File: src/rtl/gdrv_fault_sup.sv
module gdrv_fault_sup #(
  parameter int N_PH        = 3,
  parameter int BLANK_CYC   = 100,
  parameter int EN_FILT_CYC = 50,
  parameter int CLR_CYC     = 1000
) (
  input  logic            clk,
  input  logic            rst_n,
  input  logic [N_PH-1:0] hi_cmd,
  input  logic [N_PH-1:0] lo_cmd,
  input  logic            trip_in,
  input  logic            lsuv_in,
  input  logic [N_PH-1:0] hsuv_in,
  input  logic            en_in,
  output logic [N_PH-1:0] hi_gate,
  output logic [N_PH-1:0] lo_gate,
  output logic            fault_n
);
  localparam int BW = $clog2(BLANK_CYC + 1);
  localparam int FW = $clog2(EN_FILT_CYC + 1);
  localparam int CW = $clog2(CLR_CYC + 1);

  logic [1:0]      trip_sr, lsuv_sr, en_sr;
  logic [N_PH-1:0] hsuv_m, hsuv_s;
  logic            trip_s, lsuv_s, en_s;

  always_ff @(posedge clk or negedge rst_n)
    if (!rst_n) begin
      trip_sr <= '0;
      lsuv_sr <= '0;
      en_sr   <= '0;
      hsuv_m  <= '0;
      hsuv_s  <= '0;
    end else begin
      trip_sr <= {trip_sr[0], trip_in};
      lsuv_sr <= {lsuv_sr[0], lsuv_in};
      en_sr   <= {en_sr[0], en_in};
      hsuv_m  <= hsuv_in;
      hsuv_s  <= hsuv_m;
    end

  assign trip_s = trip_sr[1];
  assign lsuv_s = lsuv_sr[1];
  assign en_s   = en_sr[1];

  logic          en_f;
  logic [FW-1:0] ef_cnt;

  always_ff @(posedge clk or negedge rst_n)
    if (!rst_n) begin
      en_f   <= 1'b0;
      ef_cnt <= '0;
    end else if (en_s == en_f) begin
      ef_cnt <= '0;
    end else if (ef_cnt == FW'(EN_FILT_CYC - 1)) begin
      en_f   <= en_s;
      ef_cnt <= '0;
    end else begin
      ef_cnt <= ef_cnt + 1'b1;
    end

  logic [BW-1:0]   blank_cnt;
  logic [CW-1:0]   clr_cnt;
  logic [N_PH-1:0] hi_q, lo_q, hcmd_q, arm, arm_now;
  logic            trip_eff, cause, clr_done, run, turn_on;

  assign trip_eff = trip_s & (blank_cnt == '0);
  assign cause    = trip_eff | lsuv_s;
  assign clr_done = (clr_cnt == CW'(CLR_CYC));
  assign fault_n  = ~cause & clr_done;
  assign run      = fault_n & en_f;
  assign arm_now  = ~hsuv_s & (arm | ~hcmd_q);
  assign hi_gate  = hi_cmd & arm_now & {N_PH{run}};
  assign lo_gate  = lo_cmd & {N_PH{run}};
  assign turn_on  = |({hi_gate, lo_gate} & ~{hi_q, lo_q});

  always_ff @(posedge clk or negedge rst_n)
    if (!rst_n) begin
      clr_cnt   <= '0;
      blank_cnt <= '0;
      hi_q      <= '0;
      lo_q      <= '0;
      hcmd_q    <= '0;
      arm       <= '1;
    end else begin
      if (cause)
        clr_cnt <= '0;
      else if (!clr_done)
        clr_cnt <= clr_cnt + 1'b1;

      if (turn_on)
        blank_cnt <= BW'(BLANK_CYC);
      else if (blank_cnt != '0)
        blank_cnt <= blank_cnt - 1'b1;

      hi_q   <= hi_gate;
      lo_q   <= lo_gate;
      hcmd_q <= hi_cmd;
      arm    <= arm_now;
    end
endmodule

File: config.mk
export PLATFORM = sky130hd
export DESIGN_NAME = gdrv_fault_sup
export DESIGN_NICKNAME = d
export VERILOG_FILES = /design/src/rtl/gdrv_fault_sup.sv
export SDC_FILE = /design/constraint.sdc
export NUM_CORES = 1
export LEC_CHECK = 0
export BUFFER_PORTS_ARGS = -buffer_cell sky130_fd_sc_hd__clkbuf_2
export CAP_MARGIN = 15
export CORE_AREA = 2 2 64 66
export DETAILED_ROUTE_END_ITERATION = 10
export DIE_AREA = 0 0 66 68
export GPL_ROUTABILITY_DRIVEN = 1
export PLACE_DENSITY = 0.72
export SLEW_MARGIN = 5
export SYNTH_ARGS = -nofsm -noshare
export SYNTH_HDL_FRONTEND = slang
export SYNTH_SLANG_ARGS = --single-unit
File: constraint.sdc
create_clock -name clk -period 3.9 [get_ports clk]
set_input_delay 0.585 -clock clk [delete_from_list [all_inputs] [get_ports clk]]
set_output_delay 0.585 -clock clk [all_outputs]
set_load 0.01 [all_outputs]
## After elaboration in Yosys (flattened, before gate mapping)

Cells that the tools add are included.

- Bitwise gates (word level): 15
- Muxes and demuxes: 6
- Add/subtract/negate cells: 3
- Eq/ne operators: 4
- Reductions and logical operators: 5

Operators by type and width:

| cell | number |
|---|---|
| 2-to-1 mux 10 bit | 2 |
| 2-to-1 mux 7 bit | 2 |
| AND 3 bit | 4 |
| 2-to-1 mux 6 bit | 2 |
| adder 10 x 1 -> 10 bit (second input constant) | 1 |
| == test 10 bit (second input constant) | 1 |
| zero test 7 bit | 1 |
| nonzero test 7 bit | 1 |
| subtractor 7 x 1 -> 7 bit (second input constant) | 1 |
| adder 6 x 1 -> 6 bit (second input constant) | 1 |
| AND 6 bit | 1 |
| == test 6 bit (second input constant) | 1 |
| NOT 3 bit | 2 |
| NOT 6 bit | 1 |
| OR reduction 6 bit | 1 |
| AND 1 bit | 3 |
| bitwise OR 3 bit | 1 |
| inequality test 2 bit (second input constant) | 1 |
| NOT 1 bit | 2 |
| AND reduction 2 bit | 1 |
| nonzero test 2 bit | 1 |
| == test 1 bit | 1 |
| bitwise OR 1 bit | 1 |

- Input bits: 14
- Bits in registers: 48
- Logic and storage cells: 46
- Output and inout port bits: 7

## Longest topological paths before layout

Gate-level depths: netlist of the first run.

- Word-level depth: 10
- Depth in mapped cells: 7

## Worst setup path before layout of the first run

Ideal clock, no wire load.

- Kind: reg-to-output
- From: reg clr_cnt[0]
- To: out lo_gate[0]
- Path buffers: 1
- Stages on the path, launching flop included: 8
- Slack: 1445 ps
- Required time: 3315 ps
- Arrival: 1870 ps
- Path through: dfrtp_1 inv_1 ha_1 nand4b_1 or3_1 buf_6 or4b_4 nor2_1

- Word-level cells in the longest chain between the ends: 4

RTL lines:

| item | RTL line | text |
|---|---|---|
| start: declaration | 63 | `logic [CW-1:0] clr_cnt;` |
| start signal: assignment | 89 | `clr_cnt <= clr_cnt + 1'b1;` |
| == test 10 bit | 69 | `assign clr_done = (clr_cnt == CW'(CLR_CYC));` |
| AND 1 bit | 70 | `assign fault_n = ~cause & clr_done;` |
| AND 1 bit | 71 | `assign run = fault_n & en_f;` |
| AND 3 bit | 74 | `assign lo_gate = lo_cmd & {N_PH{run}};` |
| end: declaration | 16 | `output logic [N_PH-1:0] lo_gate,` |

No other way between the ends.

## Worst setup path after layout of the first run

- From: reg clr_cnt[1]
- To: out lo_gate[2]

The elaborated chain is that of the path after synthesis.

==> summary.txt, run 1 <==
Cells and area
  – Layout overhead on the synthesized area: 13.4%
  – Filler cell count in the final layout: 333
  – Area taken by flip-flops and latches: 1200 µm²
  – Total area of multi-input combinational cells: 731 µm²
  – Fraction of layout instances using a drive strength above 1: 19.2%
  – Most common library cell in the layout ignoring fill and taps: sky130_fd_sc_hd__dfrtp_1
  – Total inserted antenna cells: 0
  – Post-layout util: 58.4%
  – Highest-count cells in the layout ignoring fill and taps: 45 x sky130_fd_sc_hd__dfrtp_1, 27 x sky130_fd_sc_hd__nor2_1, 20 x sky130_fd_sc_hd__clkbuf_2, 10 x sky130_fd_sc_hd__xnor2_1, 9 x sky130_fd_sc_hd__inv_1
  – Post-Layout Cell Count: 248
  – Final cell area excluding filler cells: 2250 µm²
  – Final #Nets: 217

Clocking
  – Clock Path Buffers: 2
  – Number of clock sinks: 48
  – Clock Pin Slew Worst Setup and Hold Paths: 90 ps
  – Number of buffers added by the clock tree synthesis step: 5
  – # H-tree levels: 2
  – CTS tree: yes
  – Master cell of the clock root buffer: sky130_fd_sc_hd__clkbuf_8
  – Resized cells post-CTS: 0
  – Hold-fix buffers, CTS: 0
  – Post-CTS Repair Setup Buffers: 0
  – Clock latency of the later-clocked register in the worst-skew pair: 300 ps

Drt
  – Residual DRC count: 0
  – Number of detailed-route iterations in the first pass: 5
  – Final wirelength: 3570 µm
  – Iteration-0 DRC count of the detailed router: 44
  – Vias after detailed routing: 1,285
  – Antenna Violating Nets Remaining: 0
  – Vias per Instance: 5.18
  – Wire length per cell after detailed routing: 14.4 µm

Floorplanning
  – Number of I/O pins: 21
  – Width of the die: 66 µm
  – Total die area: 4490 µm²
  – Site row count: 23
  – Height of the chip: 68 µm
  – Core footprint: 3860 µm²
  – Starting utilization of the core area: 51.5%

STA
  – Hold violation count in the final report: 0
  – TNS Setup: 0 ps
  – Remaining max-slew budget at the tightest pin: 65.3%
  – Period utilisation layout: 76.5%
  – Total of endpoints with negative setup slack in the final report: 0
  – Highest clock rate: 0.335 GHz
  – Slew of the pin with the lowest slew margin: 521 ps
  – Worst-case setup margin in the final layout: 915 ps
  – Unrepaired setup endpoints after global routing: false
  – Worst Skew: 10.2 ps
  – Post-layout min period: 2990 ps
  – Hold WS: 239 ps
  – Final number of max-transition violations: 0

Place
  – Final HPWL from detailed placement: 2730 µm
  – Gpl congestion: 0.826
  – Setup slack at placement: 1230 ps
  – Placed standard-cell area: 2140 µm²
  – Inst Count DP: 240
  – Number of I/O port buffers: 20

Run
  – Number of max-capacitance violations reported: 0

Yosys
  – Mean instance size in the synthesized netlist: 11.6 µm²
  – Sequential cell area fraction in the yosys report: 60.7%
  – Total of flip-flops plus latches after synthesis: 48
  – Synth cell types: 38
  – Cell area after technology mapping: 1980 µm²
  – Count of warnings emitted by yosys: 0
  – Number of enable flip-flop cells after synthesis: 0
  – Syn_nets: 191
  – Ys async rst share: 100%
  – Most used DFF post-synth: sky130_fd_sc_hd__dfrtp_1
  – Mapped Cells: 171

GRT
  – Met2 demand-to-capacity share in global routing: 34.8%
  – Initial antenna violation count: 0
  – Largest net degree at the start of global routing: 28
  – Most congested layer reported by global routing: met2
  – Total routing usage reported by global routing: 19.4%
  – Residual overflow from global routing: 0
  – Global Route met1 Usage: 21.7%
  – Global-route wire length before repair: 6310 µm
  – Global-route track usage on met3: 5.43%
  – Number of global-route vias before repair: 1,428

Setup path
  – Worst endpoint data arrival time: 2400 ps
  – Highest fanout seen on the critical path: 6
  – Crit end category: primary output
  – Required time at the endpoint of the critical path: 3310 ps
  – Critical Setup Path Class: reg -> out
  – Worst Setup Start Kind: flip-flop

Power and ir drop
  – Power per Cell Area: 405 nW/µm²
  – IR drop worst, VDD: 0.268 mV
  – Static power due to leakage: 1.02 nW
  – Power Total: 0.912 mW

Run status
  – Run status: finished clean

Hold path
  – Hold Path Class: in -> async
critical path, cell delays in order (launching register included):
cell	delay [ps]
sky130_fd_sc_hd__dfrtp_1	430
sky130_fd_sc_hd__inv_1	90
sky130_fd_sc_hd__ha_1	140
sky130_fd_sc_hd__nand4b_1	90
sky130_fd_sc_hd__or3_1	460
sky130_fd_sc_hd__or4b_4	600
sky130_fd_sc_hd__nor2_1	150
sky130_fd_sc_hd__clkbuf_2	150
flip-flops by register name, indices dropped and copies added (netlist names):
| register | flops |
|---|---|
| en_sr | 2 |
| hcmd_q | 3 |
| clr_cnt | 10 |
| hsuv_s | 3 |
| hi_q | 3 |
| ef_cnt | 6 |
| lo_q | 3 |
| en_f | 1 |
| trip_sr | 2 |
| lsuv_sr | 2 |
| arm | 3 |
| blank_cnt | 7 |
| hsuv_m | 3 |
final cells by class:
cell class | instances | share of cell area [%]
clock buffers | 5 | 3.06
multi-input cells | 112 | 32.5
inverters | 9 | 1.50
clock inverters | 3 | 1.89
flip-flops and latches | 48 | 53.5
well taps | 50 | 2.78
repair buffers | 21 | 4.78
cells by family after synthesis:
group	count (synthesis)	share of synthesized area (%)
AOI/OAI and AO/OA	15	4.35
muxes	4	2.14
xor gates and xnor gates	15	6.62
adders and majority gates	6	3.78
DFF	48	60.7
and+or+nand+nor	72	19.9
buffers and inverters	11	2.46
power by group:
group          switching (mW)  leakage [nW]  internal [mW]
logic                  0.0258         0.363         0.0161
registers             0.00943         0.601          0.514
clock network           0.157        0.0541          0.190
worst paths after layout:
path,from,endpoint,slack [ps],depth (start not counted)
setup / recovery,clr_cnt[1],lo_gate[2],910,7
setup reg to reg,clr_cnt[1],blank_cnt[6],1860,6
min in group clk,hsuv_m[1],hsuv_s[1],350,0
max in group asynchronous,rst_n,ef_cnt[0],2920,2
hold reg to reg,hsuv_m[1],hsuv_s[1],350,0
hold / removal,rst_n,hi_q[2],240,1
synth_stat cells, drive strengths merged (2+ instances only):
cell | number | area (µm²)
nand2 | 8 | 30.0
ha | 6 | 75.1
nor2 | 27 | 101
and3 | 3 | 18.8
xnor2 | 10 | 87.6
nand2b | 3 | 18.8
o21ai | 4 | 20.0
dfrtp | 45 | 1130
dfstp | 3 | 78.8
nor4 | 2 | 12.5
and2 | 2 | 13.8
nand4 | 2 | 12.5
nor2b | 3 | 18.8
inv | 9 | 33.8
nand3 | 5 | 25.0
xor2 | 5 | 43.8
mux2 | 2 | 22.5
mux2i | 2 | 20.0
or3 | 2 | 12.5
nor3 | 4 | 20.0
nor4b | 4 | 50.1
a21oi | 7 | 35.0
routing by layer:
layer  wire [µm]  part of all wire (%)  up-vias
met1        1500                    42      637
met4          78                   2.2        0
met3          81                   2.3        8
li1            -                     -      626
met2        1910                    53       14
met5           0                     0        -
Power figures use the tool's default switching activity.
==> inputs of run 2 (changes only) <==
--- a/config.mk
+++ b/config.mk
@@ -7,11 +7,11 @@
 export LEC_CHECK = 0
 export BUFFER_PORTS_ARGS = -buffer_cell sky130_fd_sc_hd__clkbuf_2
 export CAP_MARGIN = 15
-export CORE_AREA = 2 2 64 66
+export CORE_AREA = 2 2 66 68
 export DETAILED_ROUTE_END_ITERATION = 10
-export DIE_AREA = 0 0 66 68
+export DIE_AREA = 0 0 68 70
 export GPL_ROUTABILITY_DRIVEN = 1
-export PLACE_DENSITY = 0.72
+export PLACE_DENSITY = 0.71
 export SLEW_MARGIN = 5
 export SYNTH_ARGS = -nofsm -noshare
 export SYNTH_HDL_FRONTEND = slang
==> constraint.sdc (replaced) <==
create_clock -name clk -period 2.6 [get_ports clk]
set_input_delay 0.39 -clock clk [delete_from_list [all_inputs] [get_ports clk]]
set_output_delay 0.39 -clock clk [all_outputs]
set_load 0.01 [all_outputs]
==> summary.txt, run 2 (synthesis gave the netlist of run 1 again) <==
Floorplanning
  – Total die area: 4760 µm² (+6.1%)
  – Core footprint: 4140 µm² (+7.5%)
  – Number of I/O pins: 21 (unchanged)
  – Height of the chip: 70 µm (+2.9%)
  – Site row count: 24 (+4.3%)
  – Width of the die: 68 µm (+3.0%)
  – Starting utilization of the core area: 47.9% (-3.6 points)

Drt
  – Residual DRC count: 0 (unchanged)
  – Vias per Instance: 4.88 (-5.8%)
  – Number of detailed-route iterations in the first pass: 3 (-2)
  – Wire length per cell after detailed routing: 11.6 µm (-19%)
  – Iteration-0 DRC count of the detailed router: 25 (-43%)
  – Final wirelength: 2970 µm (-17%)
  – Antenna Violating Nets Remaining: 0 (unchanged)
  – Vias after detailed routing: 1,244 (-3.2%)

Setup path
  – Start point of the critical path: blank_cnt[0]
  – R2r startpoint: blank_cnt[0]
  – Highest fanout seen on the critical path: 5 (-1)
  – Worst reg2reg endpoint: blank_cnt[6]
  – R2r setup slk: 790 ps (-1070 ps)
  – Critical Setup Path Class: reg -> out
  – Worst endpoint data arrival time: 2140 ps (-260 ps)
  – Reg2reg path depth: 6 (unchanged)
  – Crit end category: primary output
  – Worst Setup Start Kind: flip-flop
  – Required time at the endpoint of the critical path: 2210 ps (-1100 ps)

Cells and area
  – Most common library cell in the layout ignoring fill and taps: sky130_fd_sc_hd__dfrtp_1
  – Largest register FFs: 10 (unchanged)
  – Layout overhead on the synthesized area: 15.3%
  – Highest-count cells in the layout ignoring fill and taps: 45 x sky130_fd_sc_hd__dfrtp_1, 25 x sky130_fd_sc_hd__nor2_1, 20 x sky130_fd_sc_hd__clkbuf_2, 10 x sky130_fd_sc_hd__xnor2_1, 9 x sky130_fd_sc_hd__inv_1
  – Largest registers: clr_cnt: 10 flops, blank_cnt: 7 flops, ef_cnt: 6 flops
  – Final #Nets: 222 (+2.3%)
  – Reg with most FFs: clr_cnt
  – Fraction of layout instances using a drive strength above 1: 22.2% (+3.0 points)
  – Total inserted antenna cells: 0 (unchanged)

Hold path
  – Hold Path Class: in -> async

STA
  – Worst-case setup margin in the final layout: 67.7 ps (-847 ps)
  – Period utilisation layout: 97.4%
  – Total of endpoints with negative setup slack in the final report: 0 (unchanged)
  – Remaining max-slew budget at the tightest pin: 62.9% (-2.4 points)
  – Highest clock rate: 0.395 GHz
  – Unrepaired setup endpoints after global routing: true
  – Slew of the pin with the lowest slew margin: 556 ps (+35.8 ps)
  – Hold violation count in the final report: 0 (unchanged)
  – Final number of max-transition violations: 0 (unchanged)
  – Post-layout min period: 2530 ps
  – Worst Skew: 9.70 ps (-0.544 ps)
  – Hold WS: 165 ps (-74.3 ps)

Clocking
  – Master cell of the clock root buffer: sky130_fd_sc_hd__clkbuf_8
  – Hold-fix buffers, CTS: 0 (unchanged)
  – CTS tree: yes
  – Clock latency of the later-clocked register in the worst-skew pair: 290 ps (about the same)
  – Clock Pin Slew Worst Setup and Hold Paths: 80 ps (about the same)
  – Number of clock sinks: 48 (unchanged)
  – Number of buffers added by the clock tree synthesis step: 5 (unchanged)
  – # H-tree levels: 2 (unchanged)
  – Clock Path Buffers: 2 (unchanged)

Place
  – Number of I/O port buffers: 20 (unchanged)
  – Final HPWL from detailed placement: 2170 µm (-20%)
  – Gpl congestion: 0.793 (-3.9%)
  – Setup slack at placement: 217 ps (-1010 ps)

GRT
  – Total routing usage reported by global routing: 14.9% (-4.5 points)
  – Largest net degree at the start of global routing: 49 (+75%)
  – Initial antenna violation count: 0 (unchanged)
  – Number of global-route vias before repair: 1,236 (-13%)
  – Global-route wire length before repair: 5270 µm (-17%)
  – Residual overflow from global routing: 0 (unchanged)

Power and ir drop
  – Power per Cell Area: 560 nW/µm² (+38%)
  – IR drop worst, VDD: 0.333 mV (+24%)
  – Static power due to leakage: 1.03 nW (+1.7%)

Run
  – Number of max-capacitance violations reported: 0 (unchanged)

Run status
  – Run status: finished clean
## run 2: how the worst max path moves through the flow
| stage | endpoint | slack, ps | cells past startpoint |
|---|---|---|---|
| 2_1_floorplan | lo_gate[0] | 340 | 7 |
| 3_3_place_gp | lo_gate[0] | 280 | 7 |
| 3_5_place_dp | hi_gate[1] | 220 | 7 |
| 4_1_cts | hi_gate[1] | 2 | 7 |
| 5_1_grt | lo_gate[0] | -8 | 7 |
| 6_report | lo_gate[0] | 70 | 7 |
## run 2: per-stage QoR
| stage | TNS (ps) | instance area, µm² | power, mW | utilization (%) | std cells |
|---|---|---|---|---|---|
| 3_3_place_gp | 0 | 2150 | 0.859 | 51.9 | 243 |
| 5_1_grt | -7.76 | 2290 | 1.35 | 55.2 | 255 |
| 4_1_cts | 0 | 2260 | 1.30 | 54.6 | 253 |
| 2_1_floorplan | 0 | 1980 | 0.827 | - | 171 |
| 3_5_place_dp | 0 | 2150 | 0.861 | 51.9 | 243 |
| 6_report | 0 | 2290 | 1.28 | 55.2 | 255 |
## run 2: what timing repair did
| item | 4_1_cts | 5_1_grt |
|---|---|---|
| endpoints found under the setup margin | 6 | 6 |
| resized for setup | 1 | 3 |
| pin swaps | 1 | 2 |
| buffers inserted | 2 | 2 |
## run 2: critical path, stage by stage, from the launching register on
cell and delay [ps]:
sky130_fd_sc_hd__dfrtp_1 380, sky130_fd_sc_hd__inv_1 70, sky130_fd_sc_hd__ha_1 220, sky130_fd_sc_hd__nor4bb_1 130
sky130_fd_sc_hd__and2_2 230, sky130_fd_sc_hd__or4b_4 570, sky130_fd_sc_hd__nor2_2 120, sky130_fd_sc_hd__clkbuf_2 140
## run 2: where the power goes
| group | leakage [nW] | internal [mW] | switching (mW) | total [mW] |
|---|---|---|---|---|
| Sequential | 0.601 | 0.771 | 0.0117 | 0.782 |
| Combinational | 0.389 | 0.0272 | 0.0399 | 0.0671 |
| Clock | 0.0445 | 0.216 | 0.217 | 0.432 |
| Total | 1.03 | 1.01 | 0.268 | 1.28 |
## run 2: layout make-up
class                           count  area (µm²)
Sequential cell                    48        1200
Clock buffer                        7        86.3
Inverter                            9        33.8
Multi-Input combinational cell    112         746
Timing Repair Buffer               26         145
Fill cell                         354        1860
Tap cell                           52        65.1
Clock inverter                      1        7.51
## run 2: metal layers
layer	up-vias	part of all wire, %	GRT usage, %
met5	-	0	0
met1	595	46	18.7
li1	638	-	-
met3	2	2.8	3.86
met2	9	50	23.7
met4	0	0.84	6.67
